File: config.mk
export PLATFORM = sky130hd
export DESIGN_NAME = seq_counter7
export DESIGN_NICKNAME = d
export VERILOG_FILES = /design/src/rtl/seq_counter7.sv
export SDC_FILE = /design/constraint.sdc
export NUM_CORES = 1
export LEC_CHECK = 0
export CORE_AREA = 2 2 39 41
export DETAILED_ROUTE_END_ITERATION = 10
export DIE_AREA = 0 0 41 43
export PLACE_DENSITY_LB_ADDON = 0.2
export SLEW_MARGIN = 5
export SYNTH_ARGS = -nofsm -noshare
export SYNTH_HDL_FRONTEND = slang
export SYNTH_SLANG_ARGS = --single-unit
File: constraint.sdc
create_clock -name clk -period 0.8 [get_ports clk]
set_clock_uncertainty 0.15 [all_clocks]
set_input_delay 0.16 -clock clk [delete_from_list [all_inputs] [get_ports clk]]
set_output_delay 0.16 -clock clk [all_outputs]
set_load 0.02 [all_outputs]
File: src/rtl/seq_counter7.sv
module seq_counter7 #(
  parameter bit USE_TOGGLE = 1'b1
) (
  input  logic       clk,
  input  logic       rst,
  output logic [2:0] cnt
);

  logic [2:0] state_q;
  logic [2:0] nxt;
  logic       c, b, a;

  assign c = state_q[2];
  assign b = state_q[1];
  assign a = state_q[0];

  generate
    if (USE_TOGGLE) begin : g_toggle
      logic [2:0] tgl;
      assign tgl[2] = (~a & ~b) | ~c;
      assign tgl[1] = (~b & ~c) | (~a & b & c);
      assign tgl[0] = ~a | c;
      assign nxt = state_q ^ tgl;
    end else begin : g_data
      assign nxt[2] = a | b | ~c;
      assign nxt[1] = (a & b) | ~c;
      assign nxt[0] = ~a | ~c;
    end
  endgenerate

  always_ff @(negedge clk) begin
    if (rst) state_q <= 3'b111;
    else     state_q <= nxt;
  end

  assign cnt = state_q;

endmodule


==> impl_metrics.toml <==
[status]
status = "finished, violations left"
violations = "negative setup slack"

[clocking]
clock_sinks = 3
cts-buffers-inserted = 3
root_buffer = "clkbuf_4"
cts_tree = "yes"
holdBufCountCts = 0
cts_buffer_depth = 2
clkTransAtPathRegs_ns = 0.03
insertion_delay_ns = 0.29
cts.htree.levels = 1

[timing]
slew_viol_final = 0
slew_headroom_pct = 93.8
hold_viol_final = 0
worstMarginPinSlew_ns = 0.0925
tns_ns = -2.04
rsz0062_at_grt = "true"
finalSetupViolations = 6
layout_setup_ws_ns = -0.657

[placed_design]
dp_cells = 32
portBuffers = 4
routabilityCongestion = 0.533

[global_route]
grt_usage_pct = 4.71
overflow = 0
grt_pass1_vias = 115
grt_max_degree = 4
grt_pass1_wl_um = 455
antenna_found_initial = 0

[finish]
antennaDiodeCount = 0
final_cell_mix = "buf_6, inv_1, nand2_1, clkbuf_4, dfxtp_4"
drive_gt1_share_pct = 68.2
nets = 25
largest_reg_flops = 3
nFillCells = 156
area_delta_synth_final_pct = 142
ff_latch_area_um2 = 71.3
final_common_cell = "buf_6"
multi_input_area_um2 = 42.5
final_cell_count_no_fill = 38

[power_and_ir_drop]
irDropWorstVdd_uv = 971
leakagePower_uw = 0.000117
powerDensity_nw_per_um2 = 2400

[synthesis]
ys_ff_latch = 3
yosysSeqAreaShare_pct = 62.3
synth_cell_types = 5
syn_nets = 12
yosys_warnings = 0
syn_area_um2 = 96.3
syn_avg_cell_area_um2 = 9.63
synth_cells = 10

[worst_setup_path]
cp_data_arrival_time_ns = 1.15
required_ns = 0.49
r2r_end = "cnt[2]$_SDFF_NP1_"
worst-r2r-cell-count = 3
cp_top_family = "flip-flops"
critPathLaunchType = "flip-flop"
crit_fanout = 2
slowest_stage = "dfxtp_4"
path_cells = "buf_6"
criticalPathCategory = "reg2out"
critPathBufInv = 1
slowest_delay_ns = 0.33
rrSetupSlack_ns = -0.05
worstSetupEndpointType = "primary output"
r2r-start = "cnt[0]$_SDFF_NP1_"

[die]
core-area_um2 = 1380
num_rows = 14
io_pins = 5
fp.dieH_um = 43
die_w_um = 41
start_util_pct = 6.96
dieArea_um2 = 1760

[worst_hold_path]
whs_path_depth = 3
min_from = "rst"
holdCritPathClass = "in2reg"
holdPathEnd = "cnt[0]$_SDFF_NP1_"

[route]
drtIter0Drc = 0
vias = 99
wirelength_um = 246
post_drt_wl_per_cell_um = 6.47
drc = 0
ant_nets = 0
avgViaCountPerCell = 2.61
drt_first_pass_iters = 1

[run]
max_cap_violations = 0
[how the worst max path moves through the flow]
stage	slack (ns)	depth (start not counted)	to	from
after floorplan	-0.27	0	cnt[0]	cnt[0]$_SDFF_NP1_
after CTS	-0.67	1	cnt[2]	cnt[2]$_SDFF_NP1_
after global placement	-0.82	1	cnt[2]	cnt[2]$_SDFF_NP1_
final	-0.66	1	cnt[2]	cnt[2]$_SDFF_NP1_
after global routing	-0.70	1	cnt[1]	cnt[1]$_SDFF_NP1_
after detailed placement	-0.83	1	cnt[2]	cnt[2]$_SDFF_NP1_
[through the flow]
step / util [%] / setup slack, ns / total power [uW] / cell area [um^2] / hold slack, ns
2_1_floorplan: - / -0.273 / 224 / 108 / 0.283
3_3_place_gp: 13.2 / -0.824 / 263 / 183 / 0.356
3_5_place_dp: 13.2 / -0.833 / 264 / 183 / 0.356
4_1_cts: 16.3 / -0.672 / 575 / 225 / 0.327
5_1_grt: 16.8 / -0.700 / 622 / 233 / 0.332
6_report: 16.8 / -0.657 / 559 / 233 / 0.332
[report_power, final]
group / switching [uW] / internal (uW) / total, uW
Combinational: 36.2 / 45.6 / 81.8
Clock: 116 / 195 / 311
Sequential: 8.02 / 159 / 167
Total: 160 / 399 / 559
[cells by family after synthesis]
| logic type | synth area share, % |
|---|---|
| simple gates | 33.8 |
| flops | 62.3 |
| buf+inv | 3.89 |
[cells in the mapped netlist, drive strengths merged]
library cell | n | area share (%)
dfxtp | 3 | 62
nor2 | 1 | 3.9
nor2b | 1 | 14
nand2 | 4 | 16
inv | 1 | 3.9
[cell type report]
type                    count  area share, %
flip-flops and latches      3           30.6
repair buffers              6           26.3
multi-input cells           6           18.3
clock buffers               3           9.68
well taps                  16           8.60
clock inverters             4           6.45
[metal layers]
layer | global-route usage [%] | wire [um]
met5 | 0 | 0
met4 | 2.67 | 0
met2 | 3.44 | 75
met3 | 9.42 | 60
met1 | 4.49 | 111
[what timing repair did]
action / 4_1_cts / 5_1_grt
hold endpoints to repair: 0 / 0
pin swaps: 2 / 1
setup endpoints to repair: 6 / 6
gates resized for setup: 25 / 2
buffers inserted: 0 / 0
No activity file was read; power rests on OpenSTA's default activity.
